$ cat src/rtl/mesh_dor_route.sv
module mesh_dor_route #(
  parameter int COORD_W = 3
) (
  input  logic               clk,
  input  logic               rst_n,
  input  logic               head_vld,
  input  logic [COORD_W-1:0] cur_x,
  input  logic [COORD_W-1:0] cur_y,
  input  logic [COORD_W-1:0] dst_x,
  input  logic [COORD_W-1:0] dst_y,
  output logic [4:0]         port_sel,
  output logic               route_vld
);
  localparam int OFS_W   = COORD_W + 1;
  localparam int P_LOCAL = 0;
  localparam int P_EAST  = 1;
  localparam int P_WEST  = 2;
  localparam int P_NORTH = 3;
  localparam int P_SOUTH = 4;

  logic signed [OFS_W-1:0] off_x, off_y;
  logic [4:0] pick;

  assign off_x = $signed({1'b0, dst_x}) - $signed({1'b0, cur_x});
  assign off_y = $signed({1'b0, dst_y}) - $signed({1'b0, cur_y});

  always_comb begin
    pick = '0;
    if (off_x > 0)      pick[P_EAST]  = 1'b1;
    else if (off_x < 0) pick[P_WEST]  = 1'b1;
    else if (off_y > 0) pick[P_NORTH] = 1'b1;
    else if (off_y < 0) pick[P_SOUTH] = 1'b1;
    else                pick[P_LOCAL] = 1'b1;
  end

  always_ff @(posedge clk) begin
    if (!rst_n) begin
      route_vld <= 1'b0;
      port_sel  <= '0;
    end else begin
      route_vld <= head_vld;
      port_sel  <= head_vld ? pick : '0;
    end
  end
endmodule

$ cat config.mk
export PLATFORM = sky130hd
export DESIGN_NAME = mesh_dor_route
export DESIGN_NICKNAME = d
export VERILOG_FILES = /design/src/rtl/mesh_dor_route.sv
export SDC_FILE = /design/constraint.sdc
export NUM_CORES = 1
export LEC_CHECK = 0
export CAP_MARGIN = 15
export CELL_PAD_IN_SITES_DETAIL_PLACEMENT = 1
export CELL_PAD_IN_SITES_GLOBAL_PLACEMENT = 2
export CORE_MARGIN = 4
export CORE_UTILIZATION = 18
export DETAILED_ROUTE_END_ITERATION = 6
export HOLD_SLACK_MARGIN = 0.1
export PLACE_DENSITY = 0.74
export SYNTH_ARGS = -nofsm -noshare
export SYNTH_HDL_FRONTEND = slang
export SYNTH_SLANG_ARGS = --single-unit
$ cat constraint.sdc
create_clock -name clk -period 2.1 [get_ports clk]
set_input_delay 0.42 -clock clk [delete_from_list [all_inputs] [get_ports clk]]
set_output_delay 0.42 -clock clk [all_outputs]
set_load 0.1 [all_outputs]
==> key figures <==
Run status
  – Status: complete, no violations

Critical path
  – Crit end category: flip-flop
  – Crit Path Max Fanout: 3
  – Setup Crit Path Kind: input port to flip-flop
  – CP arrival: 2160 ps
  – Critical Path RT: ~2300 ps
  – CP Launch Type: input port

Job
  – Max-capacitance violation count: 0

STA
  – Setup violators final: 0
  – WHS: slightly below 800 ps
  – Fmax: 499 MHz
  – Minimum clock period after layout: between 2000 and 2500 ps
  – Final Hold Fails: 0
  – Slew Limit Fails: 0
  – Worst-Margin Slew: between 300 and 400 ps
  – Final period utilization: 0.955
  – Max-slew headroom: 0.777
  – RSZ-0062 raised after global routing: no

Floorplan
  – Die Footprint: 3000 µm²
  – I/O pin count: 21
  – Placeable Area: 2020 µm²
  – Die Height: ~55 µm
  – Die W: 54.8 µm
  – Row count: 16
  – Initial Util: 0.195

Drt
  – Via density: 3.89
  – Detailed-route DRC error count: 0
  – Antenna Nets Post-Route: 0
  – Routed WL: 893 µm
  – Vias: approximately 370
  – Wire per inst: roughly 9.3 µm
  – Initial DRC count: 0
  – DRT Pass-1 Iters: 1

Final layout
  – # fillers: 242
  – Ant diodes: 0
  – Utilization after layout: 0.355
  – Layout Cells excl Fill: 96
  – Layout cell share with drive strength beyond 1: 0.391
  – Nets: 94
  – Syn-to-layout area delta: 82.2%

Synth
  – #FFs+latches synth: 6
  – Syn Nets: 61
  – Post-synth EDFFs: 0
  – Syn_area_per_cell: 10.4 µm²
  – Mapped cell area: 394 µm²
  – Post-synth cell types: 15
  – Synth Warn #: 0
  – Post-synthesis sequential area ratio: 0.305
  – Most used flip-flop cell after synthesis: dfxtp_1
  – Asr flop ratio synth: 0
  – Syn Inst Count: 38

GRT
  – Grt total ovfl: 0
  – GRT Total Usage: 0.0685
  – Global-route wire length before repair: about 1400 µm
  – Grt met3 use: 0.00817
  – M1 GR Usage: 0.0550
  – Pin count of the biggest net entering global routing: 6
  – Met2 global-route usage: 0.132
  – Initial antenna violation count: 0
  – Number of global-route vias before repair: 402
  – Peak-usage layer in the global routing report: met2

Clocking
  – Clk Tree Root Cell: clkbuf_4
  – CTS clk-pin slew, worst paths: 40 ps
  – Clock tree buffer depth: 2
  – CTS tree: yes
  – Num Clock Sinks: 6
  – CTS buffer count: 3
  – Htree depth: 1

Placement
  – Post-Place Cells: 92
  – Post-DP HPWL: 828 µm
  – # port buffers: 20
  – Placer Congestion: 0.552

Power and ir drop
  – Cell area power density: between 400 and 500 nW/µm²
  – Leakage: 0.334 nW
  – Worst vdd ir: approximately 0.23 mV

Min path
  – Min-Delay Path Class: input port to flip-flop
cell type report:
| class | count | area [µm²] | share of cell area |
|---|---|---|---|
| Multi-Input combinational cell | 23 | 265 | 0.369 |
| Timing Repair Buffer | 28 | 243 | 0.338 |
| Sequential cell | 6 | 120 | 0.167 |
| Inverter | 9 | 33.8 | 0.0470 |
| Tap cell | 27 | 33.8 | 0.0470 |
| Clock buffer | 3 | 22.5 | 0.0314 |
layer usage:
layer	part of all wire	routed length (µm)	up-vias
li1	-	-	188
met1	0.34	303	173
met2	0.58	522	10
met3	0.066	59	2
met4	0.0090	8	0
met5	0	0	-
timing repair:
| action | 4_1_cts | 5_1_grt |
|---|---|---|
| hold buffers | 0 | 0 |
| endpoints found under the setup margin | 3 | 2 |
| resized for setup | 7 | 3 |
| hold endpoints to repair | 0 | 0 |
| setup buffers | 1 | 0 |
| pin swaps | 4 | 4 |
registers in the layout (all words and copies together) (netlist names):
register / flops
route_vld: 1
port_sel: 5
cells by family after synthesis:
kind of cell             after synthesis  share of synthesized area
AO/OA/AOI/OAI                          4                     0.0730
XOR/XNOR                               2                     0.0445
adder cells (fa/ha/maj)                8                      0.292
buffers and inverters                  9                     0.0857
flip-flops                             6                      0.305
AND/OR/NAND/NOR                        9                      0.200
metrics by stage:
step | instance area [µm²] | power [W] | worst slack (ps) | TNS [ps]
after floorplan | 394 | 0.000196 | 105 | 0
after global placement | 666 | 0.000252 | -396 | -1100
after detailed placement | 666 | 0.000255 | -405 | -1130
after CTS | 697 | 0.000360 | 27.1 | 0
after global routing | 718 | 0.000384 | 22.2 | 0
final | 718 | 0.000357 | 94.0 | 0
layout by cell type, fill, tap and decap left out, types with 2 or more instances in the layout:
cell type	instances
clkdlybuf4s50_1	11
dfxtp_1	6
dlygate4sd2_1	2
a31oi_1	2
ha_1	4
inv_1	7
inv_2	2
buf_4	14
clkbuf_4	3
nor3b_1	3
worst max-delay path, cell delays in order:
cell,delay [ps]
clkdlybuf4s50_1,500
fa_2,450
or4b_4,550
nor4b_2,240
worst paths after layout:
kind                  from           to  slack [ps]  cells after the start
hold / removal    head_vld    route_vld         790                      3
setup / recovery  dst_x[1]  port_sel[0]          90                      4
power by group:
part,switching [W],internal [W]
Sequential,0.000000908,0.000118
Combinational,0.0000703,0.0000678
Clock,0.0000351,0.0000642
Total,0.000106,0.000250
Yosys cell counts, types with 2 or more instances:
cell type,instances,area [µm²]
fa_1,2,40.0
xor2_1,2,17.5
inv_1,9,33.8
nor3b_1,3,22.5
ha_1,6,75.1
a31oi_1,2,12.5
dfxtp_1,6,120
Power figures use the tool's default switching activity.
